$ cat src/rtl/aer_pkg.sv
package aer_pkg;

    typedef struct packed {
        logic [7:0] etype;
        logic [7:0] info;
        logic [7:0] lid;
    } aer_evt_t;

    localparam logic [7:0] AER_STS_OK    = 8'h00;
    localparam logic [7:0] AER_STS_LIMIT = 8'h05;

endpackage

$ cat src/rtl/aer_req_stack.sv
module aer_req_stack #(
    parameter int DEPTH = 4,
    parameter int CID_W = 16,
    localparam int CW = $clog2(DEPTH + 1),
    localparam int IW = (DEPTH > 1) ? $clog2(DEPTH) : 1
) (
    input  logic             clk,
    input  logic             rst_n,
    input  logic             flush,
    input  logic             push,
    input  logic [CID_W-1:0] push_cid,
    input  logic             pop,
    output logic [CID_W-1:0] top_cid,
    output logic [CW-1:0]    count
);

    typedef struct packed {
        logic [DEPTH-1:0][CID_W-1:0] cid;
        logic [CW-1:0]               cnt;
    } stk_t;

    stk_t st_d, st_q;
    logic [CW-1:0] below;
    logic [CW-1:0] base;

    always_comb begin
        below   = st_q.cnt - CW'(1);
        top_cid = (st_q.cnt != '0) ? st_q.cid[below[IW-1:0]] : '0;
        count   = st_q.cnt;

        st_d = st_q;
        base = pop ? below : st_q.cnt;
        if (push) begin
            st_d.cid[base[IW-1:0]] = push_cid;
            base = base + CW'(1);
        end
        st_d.cnt = flush ? '0 : base;
    end

    always_ff @(posedge clk or negedge rst_n) begin
        if (!rst_n) st_q <= '0;
        else        st_q <= st_d;
    end

    AST_STACK_NO_OVERFLOW: assert property (@(posedge clk) disable iff (!rst_n)
        (push && !pop) |-> (st_q.cnt < CW'(DEPTH)));
    AST_STACK_NO_UNDERFLOW: assert property (@(posedge clk) disable iff (!rst_n)
        pop |-> (st_q.cnt != '0));
    AST_STACK_POP_SHRINKS: assert property (@(posedge clk) disable iff (!rst_n)
        (pop && !push && !flush) |=> (count == $past(count) - CW'(1)));

endmodule

$ cat src/rtl/aer_evt_queue.sv
module aer_evt_queue
    import aer_pkg::*;
#(
    parameter int DEPTH = 64,
    localparam int CW = $clog2(DEPTH + 1),
    localparam int IW = (DEPTH > 1) ? $clog2(DEPTH) : 1
) (
    input  logic     clk,
    input  logic     rst_n,
    input  logic     flush,
    input  logic     push,
    input  aer_evt_t push_evt,
    input  logic [7:0] mask,
    input  logic     take,
    output logic     hit,
    output aer_evt_t hit_evt
);

    typedef struct packed {
        aer_evt_t [DEPTH-1:0] slot;
        logic [CW-1:0]        cnt;
    } evq_t;

    evq_t st_d, st_q;
    logic [IW-1:0] hit_idx;
    logic [CW-1:0] base;

    // oldest queued entry whose type is not masked
    always_comb begin
        hit     = 1'b0;
        hit_idx = '0;
        for (int i = 0; i < DEPTH; i++) begin
            if (!hit && (CW'(i) < st_q.cnt) && !mask[st_q.slot[i].etype[2:0]]) begin
                hit     = 1'b1;
                hit_idx = IW'(i);
            end
        end
        hit_evt = st_q.slot[hit_idx];
    end

    always_comb begin
        st_d = st_q;
        base = st_q.cnt;
        if (take) begin
            for (int i = 0; i < DEPTH - 1; i++) begin
                if (IW'(i) >= hit_idx) st_d.slot[i] = st_q.slot[i+1];
            end
            base = st_q.cnt - CW'(1);
        end
        if (push && (st_q.cnt != CW'(DEPTH))) begin
            st_d.slot[base[IW-1:0]] = push_evt;
            base = base + CW'(1);
        end
        st_d.cnt = flush ? '0 : base;
    end

    always_ff @(posedge clk or negedge rst_n) begin
        if (!rst_n) st_q <= '0;
        else        st_q <= st_d;
    end

    AST_TAKE_NEEDS_HIT: assert property (@(posedge clk) disable iff (!rst_n)
        take |-> hit);
    AST_QUEUE_BOUND: assert property (@(posedge clk) disable iff (!rst_n)
        st_q.cnt <= CW'(DEPTH));
    AST_FULL_DROPS: assert property (@(posedge clk) disable iff (!rst_n)
        (push && !take && !flush && st_q.cnt == CW'(DEPTH)) |=> (st_q.cnt == CW'(DEPTH)));

endmodule

$ cat src/rtl/aer_manager.sv
module aer_manager
    import aer_pkg::*;
#(
    parameter int REQ_LIMIT = 3,
    parameter int QDEPTH    = 64,
    parameter int CID_W     = 16
) (
    input  logic             clk,
    input  logic             rst_n,
    input  logic             ctrl_reset,
    input  logic             req_valid,
    input  logic [CID_W-1:0] req_cid,
    input  logic             evt_valid,
    input  logic [7:0]       evt_type,
    input  logic [7:0]       evt_info,
    input  logic [7:0]       evt_lid,
    input  logic             clr_valid,
    input  logic [2:0]       clr_type,
    output logic             cpl_valid,
    input  logic             cpl_ready,
    output logic [CID_W-1:0] cpl_cid,
    output logic [7:0]       cpl_status,
    output logic [7:0]       cpl_type,
    output logic [7:0]       cpl_info,
    output logic [7:0]       cpl_lid,
    output logic             rej_valid,
    output logic [CID_W-1:0] rej_cid,
    output logic [7:0]       rej_status
);

    localparam int SDEPTH = REQ_LIMIT + 1;
    localparam int SCW    = $clog2(SDEPTH + 1);

    typedef struct packed {
        logic [7:0]       mask;
        logic             cpl_v;
        logic [CID_W-1:0] cpl_cid;
        aer_evt_t         cpl_evt;
        logic             rej_v;
        logic [CID_W-1:0] rej_cid;
    } mgr_t;

    mgr_t st_d, st_q;

    logic             fire, accept, post;
    logic             q_hit;
    aer_evt_t         q_evt;
    logic [CID_W-1:0] top_cid;
    logic [SCW-1:0]   out_cnt;
    logic             at_limit;

    always_comb begin
        at_limit = (out_cnt == SCW'(SDEPTH));
        fire     = !ctrl_reset && (out_cnt != '0) && q_hit && (!st_q.cpl_v || cpl_ready);
        accept   = !ctrl_reset && req_valid && !at_limit;
        post     = !ctrl_reset && evt_valid;

        st_d = st_q;
        if (ctrl_reset) begin
            st_d.cpl_v = 1'b0;
            st_d.rej_v = 1'b0;
        end else begin
            if (clr_valid) st_d.mask[clr_type] = 1'b0;
            if (fire) begin
                st_d.mask[q_evt.etype[2:0]] = 1'b1;
                st_d.cpl_v   = 1'b1;
                st_d.cpl_cid = top_cid;
                st_d.cpl_evt = q_evt;
            end else if (cpl_ready) begin
                st_d.cpl_v = 1'b0;
            end
            st_d.rej_v   = req_valid && at_limit;
            st_d.rej_cid = req_cid;
        end
    end

    always_ff @(posedge clk or negedge rst_n) begin
        if (!rst_n) st_q <= '0;
        else        st_q <= st_d;
    end

    aer_req_stack #(.DEPTH(SDEPTH), .CID_W(CID_W)) u_stack (
        .clk      (clk),
        .rst_n    (rst_n),
        .flush    (ctrl_reset),
        .push     (accept),
        .push_cid (req_cid),
        .pop      (fire),
        .top_cid  (top_cid),
        .count    (out_cnt)
    );

    aer_evt_queue #(.DEPTH(QDEPTH)) u_queue (
        .clk      (clk),
        .rst_n    (rst_n),
        .flush    (ctrl_reset),
        .push     (post),
        .push_evt ('{etype: evt_type, info: evt_info, lid: evt_lid}),
        .mask     (st_q.mask),
        .take     (fire),
        .hit      (q_hit),
        .hit_evt  (q_evt)
    );

    assign cpl_valid  = st_q.cpl_v;
    assign cpl_cid    = st_q.cpl_cid;
    assign cpl_status = AER_STS_OK;
    assign cpl_type   = st_q.cpl_evt.etype;
    assign cpl_info   = st_q.cpl_evt.info;
    assign cpl_lid    = st_q.cpl_evt.lid;
    assign rej_valid  = st_q.rej_v;
    assign rej_cid    = st_q.rej_cid;
    assign rej_status = AER_STS_LIMIT;

    AST_CPL_HOLD: assert property (@(posedge clk) disable iff (!rst_n)
        (cpl_valid && !cpl_ready && !ctrl_reset) |=>
        (cpl_valid && $stable(cpl_cid) && $stable(cpl_type) && $stable(cpl_info) && $stable(cpl_lid)));
    AST_REJ_AT_LIMIT: assert property (@(posedge clk) disable iff (!rst_n)
        rej_valid |-> ($past(out_cnt) == SCW'(SDEPTH)));
    AST_RESET_EMPTIES: assert property (@(posedge clk) disable iff (!rst_n)
        ctrl_reset |=> (out_cnt == '0 && !cpl_valid && !rej_valid));
    AST_MASK_KEPT_ON_RESET: assert property (@(posedge clk) disable iff (!rst_n)
        ctrl_reset |=> $stable(st_q.mask));

endmodule

$ cat config.mk
export PLATFORM = sky130hd
export DESIGN_NAME = aer_manager
export DESIGN_NICKNAME = d
export VERILOG_FILES = /design/src/rtl/aer_pkg.sv /design/src/rtl/aer_req_stack.sv /design/src/rtl/aer_evt_queue.sv /design/src/rtl/aer_manager.sv
export SDC_FILE = /design/constraint.sdc
export NUM_CORES = 2
export LEC_CHECK = 0
export BUFFER_PORTS_ARGS = -buffer_cell sky130_fd_sc_hd__buf_2
export CAP_MARGIN = 20
export CORE_ASPECT_RATIO = 1.1
export CORE_MARGIN = 2
export CORE_UTILIZATION = 32
export DETAILED_ROUTE_END_ITERATION = 16
export PLACE_DENSITY = 0.54
export SETUP_SLACK_MARGIN = 0.05
export SLEW_MARGIN = 20
export SYNTH_ARGS = -nofsm -noshare
export SYNTH_HDL_FRONTEND = slang
export SYNTH_SLANG_ARGS = --single-unit
$ cat constraint.sdc
create_clock -name clk -period 8.9 [get_ports clk]
set_input_delay 0 -clock clk [delete_from_list [all_inputs] [get_ports clk]]
set_output_delay 0 -clock clk [all_outputs]
set_load 0.05 [all_outputs]
==> results.tsv <==
stage	metric	value	unit
status	status	finished clean	
setup_path	cp.required	9.60	ns
sta	setup_viol	0	
logic_synthesis	ys.flop_type	dfrtp_1	
clock_network	cts_tree	yes	
setup_path	r2r-start	st_q[64]	
flow_run	drv_cap	0	
logic_synthesis	ys_seq_elements	1676	
clock_network	cts_buffer_depth	4	
grt	gr-usage-met3	4.59	%
routing	dr_total_vias	81500	
layout	synthToLayoutAreaGrowth	11.9	%
clock_network	post-cts-setup-buffers	0	
routing	wl	395000	µm
worst_hold_path	whs_path_depth	4	
worst_hold_path	min_from	cpl_ready	
clock_network	clk_pin_slew	0.06	ns
die	start_util	32.2	%
grt	grt_max_degree	158	
die	core	306000	µm²
die	ios	124	
logic_synthesis	avgSynthCellArea	9.37	µm²
routing	antenna_left	0	
clock_network	cts_root_buffer	clkbuf_16	
clock_network	insertion_delay	0.90	ns
logic_synthesis	async_flop_share	100	%
routing	drtIter0Drc	8673	
routing	drtPass1Iterations	7	
setup_path	crit_end	cpl_info[1]	
grt	grtUsageMet2	38.1	%
placement	pre_cts_ws	0.524	ns
layout	drive_above_1_share	11.7	%
grt	top_usage_layer	met2	
setup_path	crit_start	st_q[64]	
sta	max_slew_margin	16.1	%
clock_network	cts_buffers	195	
logic_synthesis	synth_seq_area_share	42.6	%
setup_path	setup.worst_path.start_class	flop	
die	die_h	586	µm
sta	slew_viol_final	0	
sta	timing_hold_violations_final	0	
logic_synthesis	synth_edf_count	0	
routing	drc	0	
grt	grt.total_usage	24.6	%
sta	final.setup_skew	0.0506	ns
worst_hold_path	hold_class	input pin to flop	
logic_synthesis	netlist_area	98400	µm²
sta	period_needed	8.56	ns
setup_path	arrival	9.26	ns
placement	io_buffers	107	
grt	grt_pass1_vias	79600	
setup_path	reg2reg_depth	17	
die	dieWidth	533	µm
clock_network	post_cts_resized	0	
setup_path	path_max_fanout	96	
clock_network	clkSinkCount	1676	
setup_path	r2r_end	cpl_info[1]	
sta	fin_ws	0.343	ns
setup_path	r2r_slack	0.34	ns
placement	gp_congestion	0.993	
grt	use_met1	32.1	%
placement	dp_hpwl	256000	µm
grt	grt_pass1_wl	574000	µm
logic_synthesis	syn_inst	10500	
sta	fmaxAchievable	117	MHz
setup_path	cp-end-kind	flop	
sta	finalCritPeriodShare	96.1	%
grt	antenna_found_initial	22	
sta	worstMarginPinSlew	1.26	ns
layout	fin_nets	10200	
clock_network	cts_hold_buf	72	
die	die_area	312000	µm²
die	rows	213	
grt	grt-ovfl-total	0	
logic_synthesis	synth_warnings	0	
routing	vias_per_cell	5.69	
logic_synthesis	ys_types	107	
setup_path	path_class	flop to flop	
clock_network	htreeDepth	4	
routing	wl_per_cell	27.5	µm
layout	fillers	30600	
sta	rsz0062_at_grt	false	
sta	fin_setup_tns	0	ns
kinds of logic after synthesis:
logic type / count (synthesis) / share of synthesized area (%)
simple gates: 3238 / 13.6
mux: 2247 / 25.3
compound gates: 2166 / 12.9
flops: 1676 / 42.6
buf+inv: 1140 / 5.29
xor+xnor: 17 / 0.159
fa+ha+maj: 9 / 0.114
other cells: 2 / 0.00763
cells in the mapped netlist (15+ instances only):
| cell type | instances | share of area (%) |
|---|---|---|
| buf_1 | 162 | 0.62 |
| buf_6 | 23 | 0.26 |
| nand4_1 | 24 | 0.15 |
| nand2_1 | 2075 | 7.9 |
| a311oi_1 | 79 | 0.70 |
| a2111oi_0 | 20 | 0.18 |
| dfrtp_1 | 1676 | 43 |
| a31oi_1 | 65 | 0.41 |
| inv_1 | 36 | 0.14 |
| nand2b_1 | 17 | 0.11 |
| nand3_1 | 147 | 0.75 |
| mux2_2 | 133 | 1.5 |
| a311o_1 | 120 | 1.2 |
| buf_4 | 113 | 0.86 |
| xnor2_1 | 15 | 0.13 |
| a22oi_1 | 29 | 0.22 |
| o211ai_1 | 28 | 0.21 |
| o21ai_1 | 21 | 0.11 |
| nor2_1 | 643 | 2.5 |
| mux2i_1 | 1939 | 20 |
| a21oi_1 | 554 | 2.8 |
| nor3_1 | 31 | 0.16 |
| buf_2 | 251 | 1.3 |
| clkbuf_1 | 549 | 2.1 |
| nand3b_1 | 19 | 0.14 |
| mux4_2 | 173 | 4.0 |
| and3_1 | 190 | 1.2 |
| a211oi_1 | 29 | 0.22 |
| o21ai_0 | 1073 | 5.5 |
registers in the layout (all words and copies together) (netlist names):
| register | flops |
|---|---|
| cpl_cid | 16 |
| u_queue.st_q | 1543 |
| u_stack.st_q | 64 |
| st_q | 8 |
| u_stack.count | 3 |
| cpl_valid | 1 |
| cpl_type | 8 |
| cpl_info | 8 |
| rej_cid | 16 |
| cpl_lid | 8 |
| rej_valid | 1 |
layout by cell type (no fill, tap or decap), types with 37 or more instances in the layout:
cell and count:
a311o_1 120, buf_2 87, clkbuf_8 37, o21ai_0 1070, buf_4 298, clkbuf_1 41
nand3_1 143, nor2_1 583, mux2i_1 1939, nand2_1 2073, mux2_2 133, clkbuf_16 197
a311oi_1 79, a31oi_1 64, dfrtp_1 1668, and3_1 190, a21oi_1 539, dlygate4sd3_1 71
mux4_2 173
how the worst min path moves through the flow:
stage	to
floorplan	cpl_cid[0]
global placement	u_queue.st_q[154]
detailed placement	u_queue.st_q[154]
CTS	cpl_valid
global route	cpl_valid
finish	cpl_valid
cell type report:
| class | count | area (µm²) | area share (%) |
|---|---|---|---|
| clock buffers | 275 | 5590 | 5.08 |
| inverters | 39 | 151 | 0.138 |
| diodes | 8 | 20.0 | 0.0182 |
| repair buffers | 497 | 4160 | 3.78 |
| clock inverters | 66 | 927 | 0.842 |
| flip-flops and latches | 1676 | 42000 | 38.1 |
| well taps | 4085 | 5110 | 4.64 |
| multi-input cells | 7693 | 52200 | 47.4 |
metal layers:
layer / part of all wire (%) / vias to the layer above
li1: - / 36100
met3: 7.2 / 836
met4: 6.3 / 12
met1: 42 / 41100
met2: 45 / 3476
met5: 0.021 / -
metrics by stage:
step / util, % / hold slack, ns / instance area (µm²) / std cells
floorplan: - / -0.296 / 98400 / 10500
global placement: 33.6 / 0.0424 / 103000 / 13900
detailed placement: 33.6 / 0.0680 / 103000 / 13900
CTS: 36.0 / 0.0253 / 110000 / 14300
global route: 36.0 / 0.0618 / 110000 / 14300
finish: 36.0 / 0.0726 / 110000 / 14300
critical path: stages (launching register included):
cell and delay [ns]:
dfrtp_2 0.95, buf_4 0.34, mux2i_1 0.09, mux4_2 0.52
o21ai_1 0.34, a221oi_1 0.18, or2b_1 0.25, a32o_1 0.27
a221o_1 0.41, a211oi_4 1.05, buf_4 0.43, buf_12 0.40
mux2i_1 0.25, mux2i_1 0.09, mux2i_1 0.85, mux2i_1 0.54
a22oi_1 0.99, a31oi_1 0.17
Power is not shown: default switching activity piles up to over one toggle a cycle in this logic, so the estimate is an artifact.
